File: config.mk
export PLATFORM = sky130hd
export DESIGN_NAME = ipi_dest_arbiter
export DESIGN_NICKNAME = d
export VERILOG_FILES = /design/src/rtl/ipi_arb_pkg.sv /design/src/rtl/ipi_dest_match.sv /design/src/rtl/ipi_lowest_pick.sv /design/src/rtl/ipi_core_ctl.sv /design/src/rtl/ipi_dest_arbiter.sv
export SDC_FILE = /design/constraint.sdc
export NUM_CORES = 1
export LEC_CHECK = 0
export BUFFER_PORTS_ARGS = -buffer_cell sky130_fd_sc_hd__buf_2
export CORE_AREA = 5 5 105 131
export CTS_CLUSTER_DIAMETER = 100
export DETAILED_ROUTE_END_ITERATION = 8
export DIE_AREA = 0 0 110 136
export PLACE_DENSITY_LB_ADDON = 0.2
export SKIP_CTS_REPAIR_TIMING = 1
export SYNTH_ARGS = -nofsm -noshare
export SYNTH_HDL_FRONTEND = slang
export SYNTH_HIERARCHICAL = 1
export SYNTH_SLANG_ARGS = --single-unit
export TNS_END_PERCENT = 100
File: constraint.sdc
create_clock -name clk -period 23.3 [get_ports clk]
set_input_delay 4.66 -clock clk [delete_from_list [all_inputs] [get_ports clk]]
set_output_delay 4.66 -clock clk [all_outputs]
set_load 0.005 [all_outputs]
File: src/rtl/ipi_arb_pkg.sv
package ipi_arb_pkg;

    localparam int VEC_W  = 8;
    localparam int DEST_W = 8;
    localparam logic [DEST_W-1:0] DEST_ALL = 8'hFF;

    typedef enum logic [2:0] {
        DM_FIXED  = 3'd0,
        DM_LOWEST = 3'd1,
        DM_SMI    = 3'd2,
        DM_RSVD3  = 3'd3,
        DM_NMI    = 3'd4,
        DM_INIT   = 3'd5,
        DM_START  = 3'd6,
        DM_RSVD7  = 3'd7
    } dmode_e;

    typedef enum logic [1:0] {
        SH_NONE   = 2'd0,
        SH_SELF   = 2'd1,
        SH_ALL    = 2'd2,
        SH_OTHERS = 2'd3
    } short_e;

    typedef enum logic [1:0] {
        CS_HALTED = 2'd0,
        CS_WAIT   = 2'd1,
        CS_RUN    = 2'd2
    } cstate_e;

    typedef struct packed {
        logic [VEC_W-1:0]  vector;
        dmode_e            mode;
        logic              logical;
        short_e            short_hand;
        logic [DEST_W-1:0] dest;
        logic              level;
        logic              trig_level;
    } ipi_cmd_t;

    function automatic logic flat_hit(input logic [DEST_W-1:0] lid,
                                      input logic [DEST_W-1:0] dest);
        return |(lid & dest);
    endfunction

    function automatic logic cluster_hit(input logic [DEST_W-1:0] lid,
                                         input logic [DEST_W-1:0] dest);
        return (lid[7:4] == dest[7:4]) && (|(lid[3:0] & dest[3:0]));
    endfunction

    function automatic logic init_asserts(input ipi_cmd_t c);
        return !c.trig_level || c.level;
    endfunction

endpackage

File: src/rtl/ipi_dest_match.sv
module ipi_dest_match
    import ipi_arb_pkg::*;
#(
    parameter int SRC_W    = 2,
    parameter int CORE_IDX = 0
) (
    input  ipi_cmd_t          cmd_i,
    input  logic [SRC_W-1:0]  src_i,
    input  logic [DEST_W-1:0] phys_id_i,
    input  logic [DEST_W-1:0] log_id_i,
    input  logic              cluster_i,
    input  logic              hw_en_i,
    output logic              hit_o
);
    localparam logic [SRC_W-1:0] MY_IDX = SRC_W'(CORE_IDX);

    logic addr_hit;
    logic sel;

    always_comb begin
        if (cmd_i.logical)
            addr_hit = cluster_i ? cluster_hit(log_id_i, cmd_i.dest)
                                 : flat_hit(log_id_i, cmd_i.dest);
        else
            addr_hit = (cmd_i.dest == DEST_ALL) || (cmd_i.dest == phys_id_i);

        unique case (cmd_i.short_hand)
            SH_NONE:   sel = addr_hit;
            SH_SELF:   sel = (src_i == MY_IDX);
            SH_ALL:    sel = 1'b1;
            SH_OTHERS: sel = (src_i != MY_IDX);
            default:   sel = 1'b0;
        endcase
        hit_o = sel && hw_en_i;
    end

endmodule

File: src/rtl/ipi_lowest_pick.sv
module ipi_lowest_pick #(
    parameter int N_CORES = 4,
    parameter int PRIO_W  = 8
) (
    input  logic [N_CORES-1:0]             cand_i,
    input  logic [N_CORES-1:0][PRIO_W-1:0] prio_i,
    output logic [N_CORES-1:0]             pick_o
);
    logic              found;
    logic [PRIO_W-1:0] best;

    always_comb begin
        found  = 1'b0;
        best   = '0;
        pick_o = '0;
        for (int i = 0; i < N_CORES; i++) begin
            if (cand_i[i] && (!found || prio_i[i] < best)) begin
                found  = 1'b1;
                best   = prio_i[i];
                pick_o = '0;
                pick_o[i] = 1'b1;
            end
        end
    end

endmodule

File: src/rtl/ipi_core_ctl.sv
module ipi_core_ctl
    import ipi_arb_pkg::*;
#(
    parameter int PRIO_W = 8,
    parameter bit BOOT   = 1'b0
) (
    input  logic              clk,
    input  logic              rst,
    input  logic              fire_i,
    input  ipi_cmd_t          cmd_i,
    input  logic              hit_i,
    input  logic              full_en_i,
    input  logic              lowest_win_i,
    input  logic [DEST_W-1:0] phys_id_i,
    output logic [1:0]        state_o,
    output logic [PRIO_W-1:0] prio_o,
    output logic              accept_o,
    output logic              irr_set_o,
    output logic              start_o,
    output logic [VEC_W-1:0]  start_vec_o
);
    localparam cstate_e RESET_ST = BOOT ? CS_RUN : CS_HALTED;
    localparam logic [PRIO_W-1:0] PRIO_MAX = '1;

    cstate_e st_q;
    logic    acc_n;
    logic    irr_n;

    always_comb begin
        acc_n = 1'b0;
        irr_n = 1'b0;
        unique case (cmd_i.mode)
            DM_FIXED: begin
                acc_n = hit_i && full_en_i;
                irr_n = acc_n;
            end
            DM_LOWEST: begin
                acc_n = lowest_win_i;
                irr_n = acc_n;
            end
            DM_NMI:   acc_n = hit_i;
            DM_INIT:  acc_n = hit_i && init_asserts(cmd_i) && (st_q != CS_RUN);
            DM_START: acc_n = hit_i && (st_q == CS_WAIT);
            default:  acc_n = 1'b0;
        endcase
    end

    always_ff @(posedge clk) begin
        if (rst) begin
            st_q        <= RESET_ST;
            prio_o      <= '0;
            accept_o    <= 1'b0;
            irr_set_o   <= 1'b0;
            start_o     <= 1'b0;
            start_vec_o <= '0;
        end else begin
            accept_o  <= fire_i && acc_n;
            irr_set_o <= fire_i && irr_n;
            start_o   <= fire_i && acc_n && (cmd_i.mode == DM_START);
            if (fire_i && acc_n) begin
                unique case (cmd_i.mode)
                    DM_LOWEST: if (prio_o != PRIO_MAX) prio_o <= prio_o + 1'b1;
                    DM_INIT: begin
                        st_q   <= CS_WAIT;
                        prio_o <= PRIO_W'(phys_id_i);
                    end
                    DM_START: begin
                        st_q        <= CS_RUN;
                        start_vec_o <= cmd_i.vector;
                    end
                    default: ;
                endcase
            end
        end
    end

    assign state_o = st_q;

endmodule

File: src/rtl/ipi_dest_arbiter.sv
module ipi_dest_arbiter
    import ipi_arb_pkg::*;
#(
    parameter int N_CORES   = 4,
    parameter int PRIO_W    = 8,
    parameter int BOOT_CORE = 0,
    localparam int SRC_W    = (N_CORES > 1) ? $clog2(N_CORES) : 1
) (
    input  logic                        clk,
    input  logic                        rst,
    input  logic                        cmd_valid_i,
    output logic                        cmd_ready_o,
    input  logic [7:0]                  cmd_vector_i,
    input  logic [2:0]                  cmd_mode_i,
    input  logic                        cmd_logical_i,
    input  logic [1:0]                  cmd_short_i,
    input  logic [7:0]                  cmd_dest_i,
    input  logic                        cmd_level_i,
    input  logic                        cmd_trig_i,
    input  logic [SRC_W-1:0]            cmd_src_i,
    input  logic [N_CORES*8-1:0]        core_phys_id_i,
    input  logic [N_CORES*8-1:0]        core_log_id_i,
    input  logic [N_CORES-1:0]          core_cluster_i,
    input  logic [N_CORES-1:0]          core_hw_en_i,
    input  logic [N_CORES-1:0]          core_sw_en_i,
    output logic                        result_valid_o,
    output logic [N_CORES-1:0]          accept_o,
    output logic [N_CORES-1:0]          irr_set_o,
    output logic [7:0]                  irr_vec_o,
    output logic [N_CORES-1:0]          start_o,
    output logic [N_CORES*8-1:0]        start_vec_o,
    output logic [N_CORES*2-1:0]        core_state_o,
    output logic [N_CORES*PRIO_W-1:0]   arb_prio_o
);
    ipi_cmd_t                       cmd;
    logic                           fire;
    logic [N_CORES-1:0]             hit;
    logic [N_CORES-1:0]             full_en;
    logic [N_CORES-1:0]             low_cand;
    logic [N_CORES-1:0]             low_pick;
    logic [N_CORES-1:0][PRIO_W-1:0] prio_q;

    assign cmd_ready_o = 1'b1;
    assign fire        = cmd_valid_i && cmd_ready_o;

    always_comb begin
        cmd.vector     = cmd_vector_i;
        cmd.mode       = dmode_e'(cmd_mode_i);
        cmd.logical    = cmd_logical_i;
        cmd.short_hand = short_e'(cmd_short_i);
        cmd.dest       = cmd_dest_i;
        cmd.level      = cmd_level_i;
        cmd.trig_level = cmd_trig_i;
    end

    assign full_en  = core_hw_en_i & core_sw_en_i;
    assign low_cand = (cmd.mode == DM_LOWEST) ? (hit & full_en) : '0;

    ipi_lowest_pick #(
        .N_CORES (N_CORES),
        .PRIO_W  (PRIO_W)
    ) u_pick (
        .cand_i  (low_cand),
        .prio_i  (prio_q),
        .pick_o  (low_pick)
    );

    for (genvar g = 0; g < N_CORES; g++) begin : g_core
        ipi_dest_match #(
            .SRC_W    (SRC_W),
            .CORE_IDX (g)
        ) u_match (
            .cmd_i     (cmd),
            .src_i     (cmd_src_i),
            .phys_id_i (core_phys_id_i[g*8 +: 8]),
            .log_id_i  (core_log_id_i[g*8 +: 8]),
            .cluster_i (core_cluster_i[g]),
            .hw_en_i   (core_hw_en_i[g]),
            .hit_o     (hit[g])
        );

        ipi_core_ctl #(
            .PRIO_W (PRIO_W),
            .BOOT   (g == BOOT_CORE)
        ) u_ctl (
            .clk          (clk),
            .rst          (rst),
            .fire_i       (fire),
            .cmd_i        (cmd),
            .hit_i        (hit[g]),
            .full_en_i    (full_en[g]),
            .lowest_win_i (low_pick[g]),
            .phys_id_i    (core_phys_id_i[g*8 +: 8]),
            .state_o      (core_state_o[g*2 +: 2]),
            .prio_o       (prio_q[g]),
            .accept_o     (accept_o[g]),
            .irr_set_o    (irr_set_o[g]),
            .start_o      (start_o[g]),
            .start_vec_o  (start_vec_o[g*8 +: 8])
        );
    end

    assign arb_prio_o = prio_q;

    always_ff @(posedge clk) begin
        if (rst) begin
            result_valid_o <= 1'b0;
            irr_vec_o      <= '0;
        end else begin
            result_valid_o <= fire;
            if (fire) irr_vec_o <= cmd.vector;
        end
    end

endmodule

# After elaboration in Yosys (flattened, before gate mapping)
# Index checks and enable logic that the tools add are counted.
[totals] register_bits=93 out_inout_bits=94 in_bits=105
[op_classes] muxes=40 reduce_logical=77 n_addsub=4 n_eq_ne=38 order_cmp=3 n_bitwise=10
[op_table] operator="one-hot mux 8 bit (2 select lines)" count=4
[op_table] operator="2-to-1 mux 8 bit" count=7
[op_table] operator="logical AND 1 bit" count=39
[op_table] operator="adder 8 x 1 -> 8 bit, second input constant" count=4
[op_table] operator="bitwise AND 8 bit" count=4
[op_table] operator="== test 8 bit" count=4
[op_table] operator="!= test 8 bit, second input constant" count=4
[op_table] operator="OR reduction 8 bit" count=4
[op_table] operator="bitwise AND 4 bit" count=6
[op_table] operator="less-than comparator 8 bit" count=3
[op_table] operator="one-hot mux 1 bit (5 select lines)" count=4
[op_table] operator="== test 4 bit" count=4
[op_table] operator="2-to-1 mux 4 bit" count=4
[op_table] operator="one-hot mux 1 bit (4 select lines)" count=4
[op_table] operator="AND reduction 2 bit" count=8
[op_table] operator="OR reduction 4 bit" count=4
[op_table] operator="== test 2 x 1 -> 1 bit, second input constant" count=6
[op_table] operator="2-to-1 mux 1 bit" count=12
[op_table] operator="!= test 2 bit, second input constant" count=6
[op_table] operator="AND reduction 3 bit" count=4
[op_table] operator="!= test 2 x 1 -> 1 bit, second input constant" count=5
[op_table] operator="== test 3 bit, second input constant" count=3
[op_table] operator="== test 2 bit, second input constant" count=4
[op_table] operator="== test 8 bit, second input constant" count=1
[op_table] operator="8 further kinds" count=24

# Longest topological paths before layout
[depth] depth_word=25 mapped_depth=37 ltp_nobuf=34

# Modules after synthesis
# Netlist, hierarchy kept.
[by_module_without_submodules] mod="ipi_core_ctl at g_core[1].u_ctl ..." area_each_um2=1113.6 cells_per_inst=122 n_inst=3
[by_module_without_submodules] mod="ipi_core_ctl at g_core[0].u_ctl" area_each_um2=1151.1 cells_per_inst=118 n_inst=1
[by_module_without_submodules] mod="ipi_lowest_pick" area_each_um2=974.7 cells_per_inst=111 n_inst=1
[by_module_without_submodules] mod="ipi_dest_match at g_core[1].u_match ..." area_each_um2=256.5 cells_per_inst=31 n_inst=2
[by_module_without_submodules] mod="ipi_dest_match at g_core[0].u_match ..." area_each_um2=254.0 cells_per_inst=31 n_inst=2
[by_module_without_submodules] mod="ipi_dest_arbiter" area_each_um2=395.4 cells_per_inst=40 n_inst=1

# Worst setup path before layout
# OpenSTA, ideal clock, no wires.
[synth_timing] path_type="in2reg" start="input port cmd_dest_i[5]" end="register g_core[0].u_ctl.prio_o[0]" t_arrival_ns=11.832 required_ns=23.181 path_slack_ns=11.349 path_stages=35 setup_ns=0.119 n_path_buf=3 path_cell_list="ha_1 > o41ai_1 > a21oi_1 > a2111oi_2 > and3_1 > buf_4 > nand2_1 > ha_1 > a211o_1 > nand3_1 > nand2_1 > a31oi_4 > buf_4 > a21oi_1 > ha_1 > a21o_1 > a21o_1 > a211o_1 > a21oi_2 > o21ai_4 > mux2_4 > ha_1 > a21o_1 > a21o_1 > a221oi_2 > o21ai_1 > a311o_1 > o41ai_4 > nor4b_2 > nor4bb_1 > o31a_2 > o31ai_2 > buf_4 > nor3_1 > o221a_1"
[synth_between] elab_chain_len=24
[synth_rtl] element="from (decl)" line_no="ipi_dest_arbiter.sv:17" rtl="input logic [7:0] cmd_dest_i,"
[synth_rtl] element="bitwise AND 8 bit or == test 4 bit (tied branches)" line_no="ipi_arb_pkg.sv:43, ipi_arb_pkg.sv:48"
[synth_rtl] element="OR reduction 8 bit or logical AND 1 bit (tied branches)" line_no="ipi_arb_pkg.sv:43, ipi_arb_pkg.sv:48"
[synth_rtl] element="2-to-1 mux 1 bit" line_no="ipi_dest_match.sv:22" rtl="addr_hit = cluster_i ? cluster_hit(log_id_i, cmd_i.dest)"
[synth_rtl] element="2-to-1 mux 1 bit *" line_no="ipi_dest_match.sv:21" rtl="if (cmd_i.logical)"
[synth_rtl] element="one-hot mux 1 bit (4 select lines) *" line_no="ipi_dest_match.sv:27" rtl="unique case (cmd_i.short_hand)"
[synth_rtl] element="logical AND 1 bit *" line_no="ipi_dest_match.sv:34" rtl="hit_o = sel && hw_en_i;"
[synth_rtl] element="named net hit[0]" line_no="ipi_dest_arbiter.sv:37" rtl="logic [N_CORES-1:0] hit;"
[synth_rtl] element="bitwise AND 4 bit *" line_no="ipi_dest_arbiter.sv:57" rtl="assign low_cand = (cmd.mode == DM_LOWEST) ? (hit & full_en) : '0;"
[synth_rtl] element="[... 1 more ...]"
[synth_rtl] element="named net low_cand[0]" line_no="ipi_dest_arbiter.sv:39" rtl="logic [N_CORES-1:0] low_cand;"
[synth_rtl] element="[... 9 more ...]"
[synth_rtl] element="less-than comparator 8 bit or logical NOT 1 bit (tied branches)" line_no="ipi_lowest_pick.sv:17" rtl="if (cand_i[i] && (!found || prio_i[i] < best)) begin"
[synth_rtl] element="logical OR 1 bit" line_no="ipi_lowest_pick.sv:17"
[synth_rtl] element="logical AND 1 bit" line_no="ipi_lowest_pick.sv:17"
[synth_rtl] element="2-to-1 mux 4 bit *" line_no="ipi_lowest_pick.sv:17"
[synth_rtl] element="named net low_pick[0]" line_no="ipi_dest_arbiter.sv:40" rtl="logic [N_CORES-1:0] low_pick;"
[synth_rtl] element="one-hot mux 1 bit (5 select lines) *" line_no="ipi_core_ctl.sv:32" rtl="unique case (cmd_i.mode)"
[synth_rtl] element="logical AND 1 bit *" line_no="ipi_core_ctl.sv:60" rtl="if (fire_i && acc_n) begin"
[synth_rtl] element="AND reduction 3 bit (no source line) *"
[synth_rtl] element="to (signal assigned)" line_no="ipi_core_ctl.sv:62" rtl="DM_LOWEST: if (prio_o != PRIO_MAX) prio_o <= prio_o + 1'b1;"
[synth_rtl] element="to (signal assigned)" line_no="ipi_core_ctl.sv:65" rtl="prio_o <= PRIO_W'(phys_id_i);"
[synth_rtl] element="to (decl)" line_no="ipi_core_ctl.sv:16" rtl="output logic [PRIO_W-1:0] prio_o,"
# Mark *: on every way through the listed nets, which the timed path passes. The rest lies on a longest branch.
# A chain may end at the register's enable or synchronous reset.

# Final worst setup path
[layout_timing] start="input port cmd_dest_i[5]" end="register g_core[0].u_ctl.prio_o[5]"
# The elaborated chain is that of the path after synthesis.

==> reports/results.txt <==
CP Capture Type -> flop
ys flop type -> dfxtp_1
clock buffer count from CTS -> 9
most frequent cells in the layout -> buf_2 (197), dfxtp_1 (93), nor2_1 (88), nand2_1 (49), a21oi_1 (47)
wire length per cell -> 19.3 µm
status -> finished clean
pwr dens -> 45.0 nW/µm²
final cell count without fillers -> 1114
Placed Cells incl. Taps -> 1099
Worst-Skew Late Latency -> 340 ps
num rows -> 46
antenna-violating nets left -> 0
synthesized flop and latch total -> 93
commonest non-fill, non-tap cell in the layout -> buf_2
Final GP Congestion -> 0.942
slowest CP cell -> o31ai_2
Peak supply drop -> 0.0000424 V
clk sinks -> 93
RSZ-0062 raised after global routing -> false
Sw Share -> 26.7%
Total Power -> 371 µW
number of global-route vias before repair -> 6482
Detailed Place HPWL -> 16.4 mm
placed cell area -> 7940 µm²
Leak -> 0.00379 µW
setup ws final -> 9930 ps
DRC Markers -> 0
internal power -> 272 µW
CTS tree -> yes
nets -> 1088
# diodes -> 0
sequential share of the synthesized area -> 27.0%
CP Launch Type -> primary input
Comb pwr share -> 15.6%
I/O Pins -> 199
Clock Pin Slew Worst Setup and Hold Paths -> 60 ps
layout cells sized above 1 -> 29.8%
crit path kind -> in -> reg
area of the multi-input gates -> 4760 µm²
Hold Violations, Final -> 0
Longest Clk Path Bufs -> 2
clk_skew -> 4.86 ps
fill count -> 1082
max-slew violation count -> 0
Vias/cell -> 6.06
min Tclk post-route -> 13370 ps
peak fanout along the critical path -> 18
crit share post-route -> 57.4%
Core ar. -> 12500 µm²
Mapped Area -> 6880 µm²
Port Buffers -> 197
worst slew pin tran -> 1210 ps
final wirelength -> 21.5 mm
initial antenna violation count -> 1
dpl ws -> 9670 ps
HP Class -> reg -> reg
GRT Util Overall -> 28.2%
die width -> 110 µm
sequential share of power -> 43.5%
Setup TNS -> 0 ps
Data required, critical path -> 23580 ps
Area Overhead vs Synth -> 19.8%
Clock Power Share -> 40.9%
CP arrival -> 13650 ps
global-route wire length before repair -> 33.4 mm
Die ar. -> 15000 µm²
Root Buffer -> clkbuf_16
largest net degree at the start of global routing -> 76
Highest Clock Rate -> 74.8 MHz
die height -> 136 µm
Netlist cell types -> 88
Design Area, Final -> 8250 µm²
Synth Net Count -> 905
Starting Density -> 55.1%
Switch Pwr -> 99.0 µW
YS warnings -> 6
H-tree depth -> 3
Post-synth EDFFs -> 0
CP max stage delay -> 790 ps
Syn Inst Count -> 759
gr ovfl total -> 0
final setup vio count -> 0
Synth async-reset ratio -> 0%
slew margin rel. -> 19.1%
Pre-Repair DR Iteration Count -> 5
mean area per synthesized cell -> 9.07 µm²
register area -> 1860 µm²
drt first-iter violations -> 517
Vias -> 6755
Max Cap Viol -> 0
critical path, delay by kind of cell:
kind | cells | cell delay, ps
AO/OA/AOI/OAI | 20 | 5450
AND/OR/NAND/NOR | 8 | 1710
adder cells (fa/ha/maj) | 4 | 1190
multiplexers | 1 | 330
buffers and inverters | 1 | 290
kinds of logic after synthesis:
group	count (synthesis)	synth area share, %
and+or+nand+nor	281	23.2
adders and majority gates	41	7.45
AOI/OAI and AO/OA	193	25.1
muxes	50	7.78
buffers and inverters	56	3.78
other	1	0.0545
DFF	93	27.0
xor gates and xnor gates	44	5.60
per-layer routing:
layer  GRT usage [%]  part of all wire (%)  vias to the layer above
met2            49.3                    49                      316
met5               0                 0.051                        -
met3            6.98                   9.2                       45
met4            9.01                   2.5                        2
li1                -                     -                     3217
met1            33.5                    40                     3175
power by group through the flow:
stage,Combinational [µW],Clock (µW),Sequential [µW]
floorplan,29.7,0,165
global placement,56.8,0,165
detailed placement,57.4,0,165
CTS,57.6,156,161
global route,63.0,161,162
finish,57.9,152,162
cell type report:
class	count	area share, %
inverters	30	1.37
well taps	168	2.55
repair buffers	198	12.0
clock inverters	4	0.668
clock buffers	11	3.06
flip-flops and latches	93	22.6
multi-input cells	610	57.7
synth_stat cells (8+ instances only):
library cell	instances	area, µm²
dfxtp_1	93	1860
nor2_1	88	330
nand2_1	49	184
a21oi_1	47	235
mux2i_1	43	430
ha_1	41	513
xor2_1	33	289
inv_1	27	101
nor3_1	20	100
nand3_1	17	85.1
o21ai_0	15	75.1
o221a_1	14	158
and2_1	13	81.3
clkbuf_1	12	45.0
nand4_1	11	68.8
xnor2_1	11	96.3
nor2b_1	9	56.3
o31ai_1	9	67.6
a22oi_1	8	60.1
nor4_2	8	100
sequential cells by signal, indices dropped and copies added (netlist names):
signal,flops
g_core.u_ctl/state_o,8
irr_vec_o,8
g_core.u_ctl/start_o,4
g_core.u_ctl/accept_o,4
g_core.u_ctl/irr_set_o,4
g_core.u_ctl/prio_o,32
g_core.u_ctl/start_vec_o,32
result_valid_o,1
metrics by stage:
step                hold slack (ps)  utilization [%]
finish                          490             66.0
global route                    525             66.0
CTS                             494             66.0
detailed placement              479             63.6
global placement                469             63.6
floorplan                       478                -
path summary, 6_finish.rpt:
path / endpoint / slack [ps] / cells after the start / from
min reg2reg: g_core[1].u_ctl/start_vec_o[7]$_SDFFE_PP0P_ / 490 / 2 / g_core[1].u_ctl/start_vec_o[7]$_SDFFE_PP0P_
max: g_core[0].u_ctl/prio_o[5]$_SDFFE_PP0P_ / 9930 / 34 / cmd_dest_i[5]
max reg2reg: g_core[0].u_ctl/prio_o[5]$_SDFFE_PP0P_ / 15900 / 28 / g_core[0].u_ctl/prio_o[5]$_SDFFE_PP0P_
min: g_core[1].u_ctl/start_vec_o[7]$_SDFFE_PP0P_ / 490 / 2 / g_core[1].u_ctl/start_vec_o[7]$_SDFFE_PP0P_
No activity file was read; power rests on OpenSTA's default activity.
